[config.mk]
export PLATFORM = sky130hd
export DESIGN_NAME = cart_bank_ctrl
export DESIGN_NICKNAME = d
export VERILOG_FILES = /design/src/rtl/cbc_pkg.sv /design/src/rtl/cbc_cmd_decode.sv /design/src/rtl/cbc_bank_mask.sv /design/src/rtl/cbc_state_reg.sv /design/src/rtl/cart_bank_ctrl.sv
export SDC_FILE = /design/constraint.sdc
export NUM_CORES = 1
export LEC_CHECK = 0
export BUFFER_PORTS_ARGS = -buffer_cell sky130_fd_sc_hd__buf_2
export CORE_UTILIZATION = 40
export DETAILED_ROUTE_END_ITERATION = 10
export PLACE_DENSITY = 0.71
export SYNTH_ARGS = -nofsm -noshare
export SYNTH_HDL_FRONTEND = slang
export SYNTH_SLANG_ARGS = --single-unit
[constraint.sdc]
create_clock -name clk -period 1.7 [get_ports clk]
set_input_delay 0.34 -clock clk [delete_from_list [all_inputs] [get_ports clk]]
set_output_delay 0.34 -clock clk [all_outputs]
set_load 0.02 [all_outputs]
[src/rtl/cbc_pkg.sv]
// Package for the cartridge bank controller.
// Holds the field widths, the mode encoding and the bank state record.
// Assumes the ROM bank field is at least 9 bits wide and the RAM field at least 4 bits wide.
package cbc_pkg;
    localparam int ROM_BW = 9;
    localparam int RAM_BW = 4;
    localparam int ROM_LW = $clog2(ROM_BW + 1);
    localparam int RAM_LW = $clog2(RAM_BW + 1);

    typedef enum logic [2:0] {
        MODE_FLAT   = 3'd0,
        MODE_SPLIT5 = 3'd1,
        MODE_ABIT   = 3'd2,
        MODE_WIDE7  = 3'd3,
        MODE_WIDE9  = 3'd4
    } cbc_mode_e;

    typedef struct packed {
        logic [ROM_BW-1:0] rom;
        logic [RAM_BW-1:0] ram;
        logic              en;
    } cbc_state_t;

    localparam cbc_state_t RESET_STATE = '{rom: ROM_BW'(1), ram: '0, en: 1'b0};
endpackage

[src/rtl/cbc_cmd_decode.sv]
// Command decoder.
// Turns one CPU write into the next bank state, before masking.
// Assumes mode_sel is static; unknown codes behave as flat.
// cmd_hit flags a write that must be loaded, and then masked.
module cbc_cmd_decode
    import cbc_pkg::*;
(
    input  logic [2:0]  mode_sel,
    input  logic        wr_en,
    input  logic [15:0] wr_addr,
    input  logic [7:0]  wr_data,
    input  cbc_state_t  cur,
    output cbc_state_t  nxt,
    output logic        cmd_hit
);
    logic [1:0] window;
    logic       lo_half;
    logic       en_val;
    logic [4:0] lo5;
    logic [6:0] lo7;
    logic [7:0] lo8;

    // Shared operand preparation: write window, enable value, zero-remapped fields.
    always_comb begin
        window  = wr_addr[14:13];
        lo_half = wr_en && !wr_addr[15];
        en_val  = (wr_data[3:0] == 4'hA);
        lo5     = (wr_data[4:0] == 5'd0) ? 5'd1 : wr_data[4:0];
        lo7     = (wr_data[6:0] == 7'd0) ? 7'd1 : wr_data[6:0];
        lo8     = (wr_data == 8'd0) ? 8'd1 : wr_data;
    end

    // Per-mode command decode.
    always_comb begin
        nxt     = cur;
        cmd_hit = 1'b0;
        case (mode_sel)
            MODE_SPLIT5: begin
                cmd_hit = lo_half;
                case (window)
                    2'd0: nxt.en = en_val;
                    2'd1: nxt.rom = {2'b00, cur.rom[6:5], lo5};
                    2'd2: begin
                        nxt.ram = {2'b00, wr_data[1:0]};
                        nxt.rom = {2'b00, wr_data[1:0], cur.rom[4:0]};
                    end
                    default: ;
                endcase
            end
            MODE_ABIT: begin
                cmd_hit = lo_half;
                if (!wr_addr[8])
                    nxt.en = en_val;
                else if (wr_addr[15:13] == 3'b001)
                    nxt.rom = {5'd0, wr_data[3:0]};
            end
            MODE_WIDE7: begin
                cmd_hit = lo_half;
                case (window)
                    2'd0: nxt.en = en_val;
                    2'd1: nxt.rom = {2'b00, lo7};
                    2'd2: nxt.ram = {2'b00, wr_data[1:0]};
                    default: ;
                endcase
            end
            MODE_WIDE9: begin
                cmd_hit = lo_half;
                case (window)
                    2'd0: nxt.en = en_val;
                    2'd1: begin
                        if (!wr_addr[12])
                            nxt.rom = {cur.rom[8], lo8};
                        else
                            nxt.rom = {wr_data[0], cur.rom[7:0]};
                    end
                    2'd2: nxt.ram = wr_data[3:0];
                    default: ;
                endcase
            end
            default: cmd_hit = 1'b0;
        endcase
    end
endmodule

[src/rtl/cbc_bank_mask.sv]
// Size mask.
// Keeps bit i of a bank number only when i < lg, where lg is the log2 of the bank count.
// Assumes lg is static; any lg >= W keeps every bit.
module cbc_bank_mask #(
    parameter int W  = 9,
    parameter int LW = 4
) (
    input  logic [W-1:0]  bank_in,
    input  logic [LW-1:0] lg,
    output logic [W-1:0]  bank_out
);
    // One gate per bit: the bit survives when its index is below the size exponent.
    for (genvar i = 0; i < W; i++) begin : g_bit
        assign bank_out[i] = bank_in[i] & (32'(lg) > i);
    end
endmodule

[src/rtl/cbc_state_reg.sv]
// Bank state register.
// Loads a new state record on a command write.
// Assumes a synchronous active-low reset that returns the reset record.
module cbc_state_reg
    import cbc_pkg::*;
(
    input  logic       clk,
    input  logic       rst_n,
    input  logic       load,
    input  cbc_state_t d,
    output cbc_state_t q
);
    // Hold the bank state; reset wins, otherwise load on a command write.
    always_ff @(posedge clk) begin
        if (!rst_n)
            q <= RESET_STATE;
        else if (load)
            q <= d;
    end
endmodule

[src/rtl/cart_bank_ctrl.sv]
// Cartridge bank controller top.
// Decodes CPU writes below 0x8000 into ROM bank, RAM bank and RAM enable.
// Masks both bank numbers to the fitted sizes.
// Assumes mode_sel and the size inputs change only while rst_n is low.
module cart_bank_ctrl
    import cbc_pkg::*;
#(
    parameter int ROM_W  = ROM_BW,
    parameter int RAM_W  = RAM_BW,
    parameter int ROM_LG = ROM_LW,
    parameter int RAM_LG = RAM_LW
) (
    input  logic              clk,
    input  logic              rst_n,
    input  logic [2:0]        mode_sel,
    input  logic [ROM_LG-1:0] rom_size_log2,
    input  logic [RAM_LG-1:0] ram_size_log2,
    input  logic              wr_en,
    input  logic [15:0]       wr_addr,
    input  logic [7:0]        wr_data,
    output logic [ROM_W-1:0]  rom_bank,
    output logic [RAM_W-1:0]  ram_bank,
    output logic              ram_en
);
    cbc_state_t cur_q;
    cbc_state_t dec_nxt;
    cbc_state_t msk_nxt;
    logic       hit;

    cbc_cmd_decode u_dec (
        .mode_sel (mode_sel),
        .wr_en    (wr_en),
        .wr_addr  (wr_addr),
        .wr_data  (wr_data),
        .cur      (cur_q),
        .nxt      (dec_nxt),
        .cmd_hit  (hit)
    );

    cbc_bank_mask #(.W(ROM_W), .LW(ROM_LG)) u_rom_mask (
        .bank_in  (dec_nxt.rom),
        .lg       (rom_size_log2),
        .bank_out (msk_nxt.rom)
    );

    cbc_bank_mask #(.W(RAM_W), .LW(RAM_LG)) u_ram_mask (
        .bank_in  (dec_nxt.ram),
        .lg       (ram_size_log2),
        .bank_out (msk_nxt.ram)
    );

    // The enable flag bypasses masking.
    assign msk_nxt.en = dec_nxt.en;

    cbc_state_reg u_state (
        .clk   (clk),
        .rst_n (rst_n),
        .load  (hit),
        .d     (msk_nxt),
        .q     (cur_q)
    );

    // Drive the decoder-facing outputs from the held state.
    assign rom_bank = cur_q.rom;
    assign ram_bank = cur_q.ram;
    assign ram_en   = cur_q.en;
endmodule

# ---- Word level (Yosys, flattened, before mapping)
# Index checks and enable logic that the tools add are counted.
dict set report classes {
  muxes 17
  bitwise_logic 13
  reduce_logical 11
  n_lt_le_gt_ge 13
  eq_ne 10
}
# operator n
set ops {}
lappend ops {{$mux 9} 5}
lappend ops {{$pmux 9 s4} 1}
lappend ops {{$pmux 9 s2} 1}
lappend ops {{$gt 4x3->1 const B} 4}
lappend ops {{$and 1x1->1} 13}
lappend ops {{$gt 4x1->1 const B} 2}
lappend ops {{$gt 4x2->1 const B} 2}
lappend ops {{$logic_not 8->1} 1}
lappend ops {{$mux 4} 2}
lappend ops {{$mux 8} 1}
lappend ops {{$pmux 4 s2} 1}
lappend ops {{$logic_not 7->1} 1}
lappend ops {{$mux 7} 1}
lappend ops {{$eq 3x1->1 const B} 2}
lappend ops {{$eq 3x2->1 const B} 2}
lappend ops {{$gt 3x1->1 const B} 2}
lappend ops {{$gt 3x2->1 const B} 2}
lappend ops {{$logic_not 5->1} 1}
lappend ops {{$mux 5} 1}
lappend ops {{$eq 4x4->1 const B} 1}
lappend ops {{$gt 4x4->1 const B} 1}
lappend ops {{$reduce_and 4->1} 1}
lappend ops {{$reduce_or 4->1} 1}
lappend ops {{$eq 3x3->1 const B} 1}
lappend ops {{other kinds (12)} 14}
dict set report totals {
  reg_bits 14
  output_inout_bits 14
  inputBits 37
}

# ---- Longest topological paths before layout
dict set report logic_depth {
  depth_word 6
  ltp_mapped 8
  depth_no_buf 7
}

# ---- By module
# From an unflattened synthesis, not the netlist that was laid out.
dict set report unflattened {
  hier_cells 174
  hier_area_um2 1336.3
}
# module cells_each n_inst area_each_um2
set modules_own_cells {}
lappend modules_own_cells {cbc_cmd_decode 107 1 665.6}
lappend modules_own_cells {cbc_state_reg 45 1 540.5}
lappend modules_own_cells {{cbc_bank_mask at u_rom_mask} 17 1 95.1}
lappend modules_own_cells {{cbc_bank_mask at u_ram_mask} 5 1 35.0}

# ---- Least setup slack after synthesis
# OpenSTA, ideal clock, no wires.
dict set report synth_path {
  path_type {input to register}
  startpoint {input wr_addr[14]}
  endpoint {register u_state.q[8] (netlist bit)}
  cell_stages 7
  t_required_ns 1.572
  arrival_ns 1.513
  n_path_buf 1
  setup_ns 0.128
  setup_slack_ns 0.059
  cell_sequence {inv_1 ha_1 clkbuf_1 o22ai_2 or2_2 a32oi_1 o21ai_0}
}
dict set report synth_via {
  elab_chain_len 5
  word_cells_on_any_way 10
  classes_between {eq/ne: 3; mux: 6; bitwise: 1}
}
# element line
set synth_lines {}
lappend synth_lines {{from (decl)} cart_bank_ctrl.sv:19} ;# input logic [15:0] wr_addr,
lappend synth_lines {{$eq 3x1->1} cbc_cmd_decode.sv:54} ;# else if (wr_addr[15:13] == 3'b001)
lappend synth_lines {{$mux 9} cbc_cmd_decode.sv:54}
lappend synth_lines {{$mux 9} cbc_cmd_decode.sv:52} ;# if (!wr_addr[8])
lappend synth_lines {{$pmux 9 s4 (*)} cbc_cmd_decode.sv:37} ;# case (mode_sel)
lappend synth_lines {{$and 1x1->1 (*)} cbc_bank_mask.sv:14} ;# assign bank_out[i] = bank_in[i] & (32'(lg) > i);
lappend synth_lines {{to (signal assigned)} cbc_state_reg.sv:16} ;# q <= RESET_STATE;
lappend synth_lines {{to (signal assigned)} cbc_state_reg.sv:18} ;# q <= d;
lappend synth_lines {{to (decl)} cbc_state_reg.sv:11} ;# output cbc_state_t q
# Every way passes the cells marked *; elsewhere a longest branch is shown, timed or not.
# A chain may end at the register's enable or synchronous reset.

# ---- Final worst setup path
dict set report layout_path {
  startpoint {input wr_addr[13]}
  endpoint {register u_state.q[11] (netlist bit)}
}
# Same word-level chain as after synthesis.

==> impl_metrics.py <==
metrics = {
    "sta": {
        "fin_ws_ps": 103,
        "timing.final.max_slew_violations": 0,
        "tightest_slew_ps": 321,
        "min_period_ps": 1600,
        "tns_ps": 0,
        "relSlewSlack": 0.784,
        "finClkSkew_ps": 0,
        "max_clock_freq_ghz": 0.626,
        "min_period_over_period": 0.939,
        "setup_violations": 0,
        "finalHoldViolations": 0,
        "whs_ps": 336,
        "rsz0062_at_grt": "false",
    },
    "power": {
        "power_frac_seq": 0.441,
        "power_leakage_nw": 0.691,
        "p_per_area_nw_per_um2": 491,
        "p_sw_frac": 0.313,
        "total_power_mw": 0.755,
        "p_sw_mw": 0.236,
        "vdd_ir_drop_max_mv": 0.406,
        "p_comb_frac": 0.308,
        "clock_power_share": 0.251,
        "cell_internal_pwr_mw": 0.518,
    },
    "floorplan": {
        "die_area_um2": 3100,
        "core_area_um2": 2730,
        "initial_core_util": 0.422,
        "ios": 51,
        "rows": 19,
        "die_h_um": 55.7,
        "die_x_um": 55.7,
    },
    "setup_path": {
        "r2r_slack_ps": 480,
        "cpPeakStageDelay_ps": 370,
        "cp-start-kind": "input port",
        "path_buf_inv": 2,
        "cp_cell_sequence": "buf_2 -> inv_1 -> ha_1 -> and3b_1 -> o21ai_0 -> a21oi_1 -> a311o_1 -> o31ai_1",
        "cp_max_fo": 4,
        "path_class": "in2reg",
        "cp.required_ps": 1900,
        "cp_slowest_cell": "a311o_1",
        "crit_arrival_ps": 1800,
        "critPathTopFamily": "compound AO/OA/AOI/OAI gates",
        "critPathCaptureType": "flop",
    },
    "finish": {
        "n_fill_cell": 267,
        "antenna_cells": 0,
        "fin_area_um2": 1540,
        "multiInputGateArea_um2": 806,
        "drive_gt1_frac": 0.353,
        "layout.area.seq_um2": 280,
        "layout.nets": 249,
        "top_regs": "u_state.q: 14 flops",
        "area_delta_synth_final_pct": 33.4,
        "largest-register": "u_state.q",
        "largest_register_ffs": 14,
    },
    "logic_synthesis": {
        "synth_top_flop_cell": "dfxtp_1",
        "synth-seq-area-share": 0.243,
        "synth.avg_cell_area_um2": 7.58,
        "yosysTopAreaCellShare": 0.243,
        "synthAdderAreaFrac": 0.0326,
        "syn_area_um2": 1150,
        "synth.area.top_cells": "dfxtp_1, o21ai_0, a21oi_1",
        "post_synth_num_cell_types": 53,
        "yosysWarnings": 0,
        "synth_mux_area_frac": 0.00869,
        "synth-simple-area-share": 0.283,
        "synth_xor_area_frac": 0,
        "synth-compound-area-share": 0.369,
        "syn_inst": 152,
        "async_reset_ff_frac": 0,
        "synth_nets": 192,
        "synth.ff_latch_count": 14,
        "synth-edff-count": 0,
        "synth_top_family_by_area": "compound AO/OA/AOI/OAI gates",
        "yosysTopAreaCell": "dfxtp_1",
    },
    "routing": {
        "remaining_drc_errors": 0,
        "dr.pass1.iters": 4,
        "drt-initial-drc-count": 60,
        "wire_per_inst_um": 14.1,
        "postRouteWirelength_mm": 3.36,
        "vias_per_cell": 5.88,
        "ant_nets": 0,
        "vias": 1400,
    },
    "global_route": {
        "antenna_found_initial": 0,
        "grt_overflow": 0,
        "grt_max_degree": 12,
        "first_global_vias": 1332,
        "grt.total_usage": 0.230,
        "grt_pass1_wl_mm": 5.82,
    },
    "placed_design": {
        "dp_hpwl_mm": 2.72,
        "dpl-instance-area_um2": 1510,
        "place_congestion": 0.893,
        "place_ws_ps": -183,
        "portBuffers": 39,
    },
    "job": {
        "cap_violations": 0,
    },
    "clocking": {
        "cts_resized": 0,
        "insertion_delay_ps": 280,
        "cts_buffers": 3,
        "ctsLongestPathBuffers": 2,
        "cts_root_buf": "clkbuf_4",
        "postCtsSetupBuffers": 0,
        "cts.sinks": 14,
        "clkTransAtPathRegs_ps": 90,
        "hold_buffers": 0,
        "cts_max_level": 1,
        "cts_tree": "done",
    },
    "hold_path": {
        "min_path_type": "in2reg",
    },
    "status": {
        "status": "completed",
    },
}
-- synthesized netlist by cell type, types with 2 or more instances --
library cell,number
a31oi_1,3
nand2b_1,3
o22ai_1,3
ha_1,3
or3b_1,2
clkbuf_1,4
nand3b_1,2
nand4b_1,2
o31ai_1,2
and3b_1,2
a211oi_1,2
nor4bb_1,2
o211ai_1,2
nor3b_1,2
nor3_1,3
nor2b_1,3
and2_1,2
o31a_1,2
nand3_1,3
nor4_1,2
inv_1,8
dfxtp_1,14
nor2_1,9
nand2_1,12
buf_2,4
a21oi_1,13
a32oi_1,4
o21ai_0,14
-- layout by cell type, fill, tap and decap left out, types with 2 or more instances in the layout --
cell type  synthesis  final
and3b_1            2      2
nor2b_1            3      3
nand3_1            3      3
a21oi_1           13     13
nand2_1           12     12
a211oi_1           2      2
nor3_1             3      3
buf_4              1     22
clkbuf_4           0      3
nand3b_1           2      2
ha_1               3      3
nor4_1             2      2
nand2b_1           3      3
o21ai_0           14     14
dfxtp_1           14     14
nand4b_1           2      2
o31ai_1            2      2
nor2_1             9      9
o211ai_1           2      2
and2_1             2      2
o31a_1             2      2
inv_1              8      8
nor3b_1            2      2
a31oi_1            3      3
buf_2              4     39
a32oi_1            4      4
o22ai_1            3      3
or3b_1             2      2
-- power groups by stage --
| stage | clock network (mW) | registers (mW) | logic (mW) |
|---|---|---|---|
| after CTS | 0.196 | 0.333 | 0.228 |
| after global routing | 0.205 | 0.333 | 0.254 |
| final | 0.189 | 0.333 | 0.233 |
| after detailed placement | 0 | 0.340 | 0.227 |
| after floorplan | 0 | 0.343 | 0.118 |
| after global placement | 0 | 0.340 | 0.221 |
-- final timing paths --
check                           cells past startpoint    startpoint             to
worst max-delay path                                8   wr_addr[13]  u_state.q[11]
worst min-delay path                                2         rst_n   u_state.q[5]
worst max register to register                      4  u_state.q[5]   u_state.q[5]
worst min register to register                      2  u_state.q[2]   u_state.q[2]
-- final cells by class --
class / count / area share
multi-input combinational: 121 / 0.524
timing repair buffer: 61 / 0.234
sequential: 14 / 0.182
tap: 31 / 0.0252
inverter: 8 / 0.0195
clock buffer: 3 / 0.0146
-- cell families (layout without fill, tap and decap cells) --
kind of cell,count (synthesis),after routing
and+or+nand+nor,56,56
adders and majority gates,3,3
DFF,14,14
buffers and inverters,17,72
AOI/OAI and AO/OA,61,61
muxes,1,1
-- routing by layer --
metal | wire, um | vias up | global-route usage
met3 | 222 | 4 | 0.0442
met5 | 0 | - | 0
met4 | 21 | 0 | 0.0607
li1 | - | 689 | -
met2 | 1690 | 49 | 0.396
met1 | 1430 | 658 | 0.293
-- metrics by stage --
stage / instances / utilization
floorplan: 152 / -
detailed placement: 235 / 0.552
CTS: 238 / 0.560
global route: 238 / 0.562
finish: 238 / 0.562
global placement: 235 / 0.552
Power figures use the tool's default switching activity.
